`config.mk`:
```
export PLATFORM = sky130hd
export DESIGN_NAME = pwr_mode_ctrl
export DESIGN_NICKNAME = d
export VERILOG_FILES = /design/src/rtl/pwr_mode_pkg.sv /design/src/rtl/pwr_seq_fsm.sv /design/src/rtl/pwr_clk_en_bank.sv /design/src/rtl/pwr_mode_ctrl.sv
export SDC_FILE = /design/constraint.sdc
export NUM_CORES = 1
export LEC_CHECK = 0
export BUFFER_PORTS_ARGS = -buffer_cell sky130_fd_sc_hd__buf_4
export CORE_AREA = 8 8 45 47
export CTS_BUF_LIST = sky130_fd_sc_hd__clkbuf_4
export DETAILED_ROUTE_END_ITERATION = 6
export DIE_AREA = 0 0 53 55
export PLACE_DENSITY = 0.74
export SLEW_MARGIN = 20
export SYNTH_ARGS = -nofsm -noshare
export SYNTH_HDL_FRONTEND = slang
export SYNTH_HIERARCHICAL = 1
export SYNTH_SLANG_ARGS = --single-unit
```
`constraint.sdc`:
```
create_clock -name clk -period 1.9 [get_ports clk]
set_input_delay 0.19 -clock clk [delete_from_list [all_inputs] [get_ports clk]]
set_output_delay 0.19 -clock clk [all_outputs]
set_load 0.02 [all_outputs]
```
`src/rtl/pwr_mode_pkg.sv`:
```
// Shared types for the power mode sequencing controller.
// Assumes: nothing beyond a standard SystemVerilog elaborator.
package pwr_mode_pkg;

    // Sequencer states; the order of the handshake lives in the FSM transitions.
    typedef enum logic [2:0] {
        ST_RUN       = 3'd0,  // full speed, accepting requests
        ST_SB_IDLEW  = 3'd1,  // standby entry: waiting for bus idle
        ST_SB_LOW    = 3'd2,  // standby: core clocks stopped
        ST_SP_SRW    = 3'd3,  // suspend entry: waiting for self-refresh ack
        ST_SP_IDLEW  = 3'd4,  // suspend entry: waiting for bus idle
        ST_SP_COREX  = 3'd5,  // suspend entry: core stopped, peripheral next
        ST_SP_LOW    = 3'd6,  // suspend: core and peripheral clocks stopped
        ST_SP_EXIT   = 3'd7   // suspend exit: waiting for self-refresh release
    } seq_state_t;

    // Reported mode codes.
    typedef enum logic [1:0] {
        MODE_FULL      = 2'b00,
        MODE_STANDBY   = 2'b01,
        MODE_SUSPEND   = 2'b10,
        MODE_HIBERNATE = 2'b11   // reserved, never produced here
    } pwr_mode_t;

endpackage

```
`src/rtl/pwr_seq_fsm.sv`:
```
// Sequencer for power mode transitions.
// Holds the current state and produces the next state combinationally so the
// clock-enable bank can register outputs that line up with the state register.
// Also registers the reported mode code.
// Assumes: request pulses last one cycle; sr_ack_i is a level from the DRAM side.
module pwr_seq_fsm
    import pwr_mode_pkg::*;
(
    input  logic       clk,
    input  logic       rst_n,
    input  logic       standby_req_i,
    input  logic       suspend_req_i,
    input  logic       bus_idle_i,
    input  logic       sr_ack_i,
    input  logic       irq_i,
    output seq_state_t state_d,
    output logic [1:0] mode_q
);

    seq_state_t state_q;
    pwr_mode_t  mode_d;

    // Next-state selection: entry handshake order, abort and wake rules.
    always_comb begin
        state_d = state_q;
        unique case (state_q)
            ST_RUN: begin
                if (suspend_req_i)      state_d = ST_SP_SRW;   // suspend wins a tie
                else if (standby_req_i) state_d = ST_SB_IDLEW;
            end
            ST_SB_IDLEW: begin
                if (irq_i)           state_d = ST_RUN;
                else if (bus_idle_i) state_d = ST_SB_LOW;
            end
            ST_SB_LOW: begin
                if (irq_i) state_d = ST_RUN;
            end
            ST_SP_SRW: begin
                if (irq_i)         state_d = ST_RUN;
                else if (sr_ack_i) state_d = ST_SP_IDLEW;
            end
            ST_SP_IDLEW: begin
                if (irq_i)           state_d = ST_RUN;
                else if (bus_idle_i) state_d = ST_SP_COREX;
            end
            ST_SP_COREX: begin
                if (irq_i) state_d = ST_RUN;
                else       state_d = ST_SP_LOW;
            end
            ST_SP_LOW: begin
                if (irq_i) state_d = ST_SP_EXIT;
            end
            ST_SP_EXIT: begin
                if (!sr_ack_i) state_d = ST_RUN;
            end
            default: state_d = ST_RUN;
        endcase
    end

    // Mode code that belongs to the next state.
    always_comb begin
        unique case (state_d)
            ST_SB_LOW:              mode_d = MODE_STANDBY;
            ST_SP_LOW, ST_SP_EXIT:  mode_d = MODE_SUSPEND;
            default:                mode_d = MODE_FULL;
        endcase
    end

    // State and mode registers, synchronous active-low reset.
    always_ff @(posedge clk) begin
        if (!rst_n) begin
            state_q <= ST_RUN;
            mode_q  <= MODE_FULL;
        end else begin
            state_q <= state_d;
            mode_q  <= mode_d;
        end
    end

endmodule

```
`src/rtl/pwr_clk_en_bank.sv`:
```
// Registered clock-enable bank.
// Decodes the sequencer's next state into enables and the self-refresh request,
// all held in flops so the downstream gating cells see edge-aligned changes only.
// Assumes: state_d is the value the sequencer's state register loads this edge.
module pwr_clk_en_bank
    import pwr_mode_pkg::*;
#(
    parameter int CORE_CLK_W = 3
) (
    input  logic                  clk,
    input  logic                  rst_n,
    input  seq_state_t            state_d,
    output logic [CORE_CLK_W-1:0] core_en_q,
    output logic                  periph_en_q,
    output logic                  tmr_en_q,
    output logic                  irq_en_q,
    output logic                  bus_mst_en_q,
    output logic                  sr_req_q
);

    logic core_on_d;
    logic periph_on_d;
    logic sr_req_d;

    // Decode which clocks the next state keeps running.
    always_comb begin
        core_on_d   = !(state_d inside {ST_SB_LOW, ST_SP_COREX, ST_SP_LOW});
        periph_on_d = (state_d != ST_SP_LOW);
        sr_req_d    = state_d inside {ST_SP_SRW, ST_SP_IDLEW, ST_SP_COREX, ST_SP_LOW};
    end

    // One flop per core clock enable, so each gating cell has its own driver.
    for (genvar gi = 0; gi < CORE_CLK_W; gi++) begin : g_core_en
        always_ff @(posedge clk) begin
            if (!rst_n) core_en_q[gi] <= 1'b1;
            else        core_en_q[gi] <= core_on_d;
        end
    end

    // Peripheral enable and self-refresh request registers.
    always_ff @(posedge clk) begin
        if (!rst_n) begin
            periph_en_q <= 1'b1;
            sr_req_q    <= 1'b0;
        end else begin
            periph_en_q <= periph_on_d;
            sr_req_q    <= sr_req_d;
        end
    end

    // Always-on domains: registered for uniform output timing, never cleared.
    always_ff @(posedge clk) begin
        if (!rst_n) begin
            tmr_en_q     <= 1'b1;
            irq_en_q     <= 1'b1;
            bus_mst_en_q <= 1'b1;
        end else begin
            tmr_en_q     <= 1'b1;
            irq_en_q     <= 1'b1;
            bus_mst_en_q <= 1'b1;
        end
    end

endmodule

```
`src/rtl/pwr_mode_ctrl.sv`:
```
// Power mode sequencing controller, top level.
// Moves the core between full speed, standby and suspend through ordered
// handshakes with the bus and DRAM; interrupts wake or abort.
// Assumes: all inputs synchronous to clk; request pulses one cycle wide.
module pwr_mode_ctrl
    import pwr_mode_pkg::*;
#(
    parameter int CORE_CLK_W = 3
) (
    input  logic                  clk,
    input  logic                  rst_n,
    input  logic                  standby_req_i,
    input  logic                  suspend_req_i,
    input  logic                  bus_idle_i,
    input  logic                  sr_ack_i,
    input  logic                  irq_i,
    output logic [CORE_CLK_W-1:0] core_clk_en_o,
    output logic                  periph_clk_en_o,
    output logic                  tmr_clk_en_o,
    output logic                  irq_clk_en_o,
    output logic                  bus_mst_clk_en_o,
    output logic                  sr_req_o,
    output logic [1:0]            mode_o
);

    seq_state_t state_d;

    // Sequencer: state and mode.
    pwr_seq_fsm u_fsm (
        .clk           (clk),
        .rst_n         (rst_n),
        .standby_req_i (standby_req_i),
        .suspend_req_i (suspend_req_i),
        .bus_idle_i    (bus_idle_i),
        .sr_ack_i      (sr_ack_i),
        .irq_i         (irq_i),
        .state_d       (state_d),
        .mode_q        (mode_o)
    );

    // Registered enables and self-refresh request.
    pwr_clk_en_bank #(.CORE_CLK_W(CORE_CLK_W)) u_bank (
        .clk          (clk),
        .rst_n        (rst_n),
        .state_d      (state_d),
        .core_en_q    (core_clk_en_o),
        .periph_en_q  (periph_clk_en_o),
        .tmr_en_q     (tmr_clk_en_o),
        .irq_en_q     (irq_clk_en_o),
        .bus_mst_en_q (bus_mst_clk_en_o),
        .sr_req_q     (sr_req_o)
    );

    AST_ALWAYS_ON: assert property (@(posedge clk) disable iff (!rst_n)
        tmr_clk_en_o && irq_clk_en_o && bus_mst_clk_en_o);
    AST_CORE_OFF_AFTER_IDLE: assert property (@(posedge clk) disable iff (!rst_n)
        $fell(core_clk_en_o[0]) |-> $past(bus_idle_i));
    AST_PERIPH_OFF_LAST: assert property (@(posedge clk) disable iff (!rst_n)
        $fell(periph_clk_en_o) |-> ($past(core_clk_en_o) == '0) && $past(sr_req_o));
    AST_STANDBY_KEEPS_PERIPH: assert property (@(posedge clk) disable iff (!rst_n)
        (mode_o == MODE_STANDBY) |-> periph_clk_en_o && !sr_req_o);
    AST_WAKE_REOPENS: assert property (@(posedge clk) disable iff (!rst_n)
        (mode_o != MODE_FULL && irq_i) |=> (&core_clk_en_o) && periph_clk_en_o && !sr_req_o);
    AST_NO_HIBERNATE: assert property (@(posedge clk) disable iff (!rst_n)
        mode_o != MODE_HIBERNATE);

endmodule

```
==> results.ini <==
[die]
coreArea_mm2 = 0.001384
rows = 14
dieArea_mm2 = 0.002915
start_util_pct = 36.89
die_w_um = 53
io_pins = 17
die_y_um = 55

[drt]
routed_wirelength_um = 922
num_vias = 378
drtAntennaViolNets = 0
drcViolationCount = 0
wl_per_cell_um = 11.38
drt_iter0_drc = 3
viasPerCell = 4.667
drt_pass1_iterations = 2

[worst_setup_path]
crit_buf_inv = 0
crit_slowest_cell = dfxtp_1
r2r-start = u_fsm/state_q[0]
end_kind = flop
path_max_fanout = 7
start_kind = flop
reg2reg_to = u_bank/periph_en_q
path_class = flop to flop
cpPeakStageDelay_ns = 0.44
critPathRequiredTime_ns = 2.03
path_cells = mux2_1 -> a22oi_2 -> a211oi_2 -> nor2b_2 -> nand3_1
reg2reg_depth = 5
rrSetupSlack_ns = 0.36
worstPathArrival_ns = 1.67
cp_top_family = flip-flops

[logic_synthesis]
syn_area_per_cell_um2 = 9.454
ys_ff_latch = 8
yosysWarningCount = 6
synthCells = 54
syn-cell-area_um2 = 510.5
yosysUniqueCellTypes = 28
yosysSeqAreaShare_pct = 31.37

[cts]
root_buffer = clkbuf_4
cts_resized = 0
cts_tree = yes
clk_latency_ns = 0.25
clock_sinks = 8
post_cts_buffers = 0
htreeDepth = 1
cts_buffer_depth = 2
clk_pin_slew_ns = 0.06
hold_buffers = 0
cts_buffers = 3

[global_route]
grt_max_degree = 11
overflow = 0
grt_usage_pct = 7.112
grt_pass1_wl_um = 1573
antenna_found_initial = 0
first_global_vias = 382

[place]
pre_cts_ws_ns = 0.3562
io_buffer_count = 13
dp_hpwl_um = 722.3
dpl.cell_count = 78
gp_congestion = 0.7422
post_dp_cell_area_um2 = 575.6

[final_layout]
instances_no_fill = 81
final_area_um2 = 598.1
layout.nets = 74
mostFrequentLayoutCells = buf_4, dfxtp_1, nand2b_1, and2_1
final_common_cell = buf_4
syn_to_final_growth_pct = 17.16
num-fill-cells = 146
drive_gt1_share_pct = 40.00
regArea_um2 = 160.2
num_antenna_cells = 0
multi_input_comb_area_um2 = 294.0

[timing]
setup_viol = 0
tns_ns = 0
fin_worst_skew_ns = 0.003768
fmax_mhz = 647.6
grt_setup_unrepaired = no
finalCritPeriodShare_pct = 81.27
final_max_slew_viol_count = 0
hold_viol_final = 0
period_needed_ns = 1.544
fin_ws_ns = 0.3558

[hold_path]
min_to = u_bank/core_en_q[2]
min_path_cells = 2
worstHoldPathType = primary input to flop
hold_start = rst_n

[pwr]
peakVddDrop_uv = 349.1
power_density_mw_per_mm2 = 845.6
leakage_nw = 0.2538

[status]
status = finished, final reports clean

[run]
cap_violations = 0

==> where the power goes <==
group	switching (mW)	internal, mW	leakage, nW
logic	0.0879	0.0841	0.174
registers	0.0205	0.185	0.0656
clock network	0.0558	0.0722	0.0138
==> sequential cells by signal, indices dropped and copies added (netlist names) <==
name                count
u_bank/core_en_q        1
u_fsm/mode_q            2
u_bank/sr_req_q         1
u_fsm/state_q           3
u_bank/periph_en_q      1
==> cell type report <==
cell class              instances  area share [%]
multi-input cells              40           49.16
flip-flops and latches          8           26.78
repair buffers                 13           16.32
clock buffers                   3           3.766
well taps                      16           3.347
inverters                       1          0.6276
==> synth_stat cells (all sizes together) <==
library cell,number,area (um2)
a21o,1,7.510
o21ai,2,13.76
nor2,4,17.52
inv,1,3.750
nand2,3,11.26
mux2i,2,20.02
or4,1,11.26
conb,1,3.750
dfxtp,8,160.2
nor3b,2,20.02
buf,7,60.06
and2,4,25.02
a22o,2,17.52
mux2,1,11.26
nor2b,1,8.760
a21oi,2,10.01
a22oi,2,20.02
and2b,1,10.01
a211oi,2,25.02
and3b,1,8.760
a221oi,1,15.01
nand3,1,5.000
nand2b,4,25.02
==> cell families after synthesis <==
group                  count (synthesis)  synth area share [%]
and+or+nand+nor                       22                 27.94
AOI/OAI and AO/OA                     12                 21.32
DFF                                    8                 31.37
buffers and inverters                  8                 12.50
muxes                                  3                 6.127
other                                  1                0.7346
==> worst max-delay path by stage <==
stage / from / endpoint / slack [ns] / cells after the start
2_1_floorplan: u_fsm/state_q[2] / u_bank/core_en_q[2] / 0.44 / 5
3_3_place_gp: u_fsm/state_q[0] / u_bank/periph_en_q / 0.37 / 5
3_5_place_dp: u_fsm/state_q[0] / u_bank/periph_en_q / 0.36 / 5
4_1_cts: u_fsm/state_q[0] / u_bank/periph_en_q / 0.34 / 5
5_1_grt: u_fsm/state_q[0] / u_bank/periph_en_q / 0.24 / 5
6_report: u_fsm/state_q[0] / u_bank/periph_en_q / 0.36 / 5
==> routing by layer <==
metal	GRT usage [%]	part of all wire, %	vias up
li1	-	-	202
met1	7.774	44	171
met2	11.72	55	5
met3	1.872	1.6	0
met4	5.172	0	0
met5	0	0	-
==> through the flow <==
stage / hold slack, ns / power [mW] / utilization (%)
2_1_floorplan: 0.2492 / 0.3492 / -
3_3_place_gp: 0.4090 / 0.3799 / 41.59
3_5_place_dp: 0.4107 / 0.3820 / 41.59
4_1_cts: 0.1495 / 0.5140 / 43.22
5_1_grt: 0.1435 / 0.5427 / 43.22
6_report: 0.1579 / 0.5057 / 43.22
==> worst reg2reg max path: stages, from the launching register on <==
cell      delay (ns)
dfxtp_1         0.44
mux2_1          0.36
a22oi_2         0.23
a211oi_2        0.13
nor2b_2         0.18
nand3_1         0.09
Power figures use the tool's default switching activity.
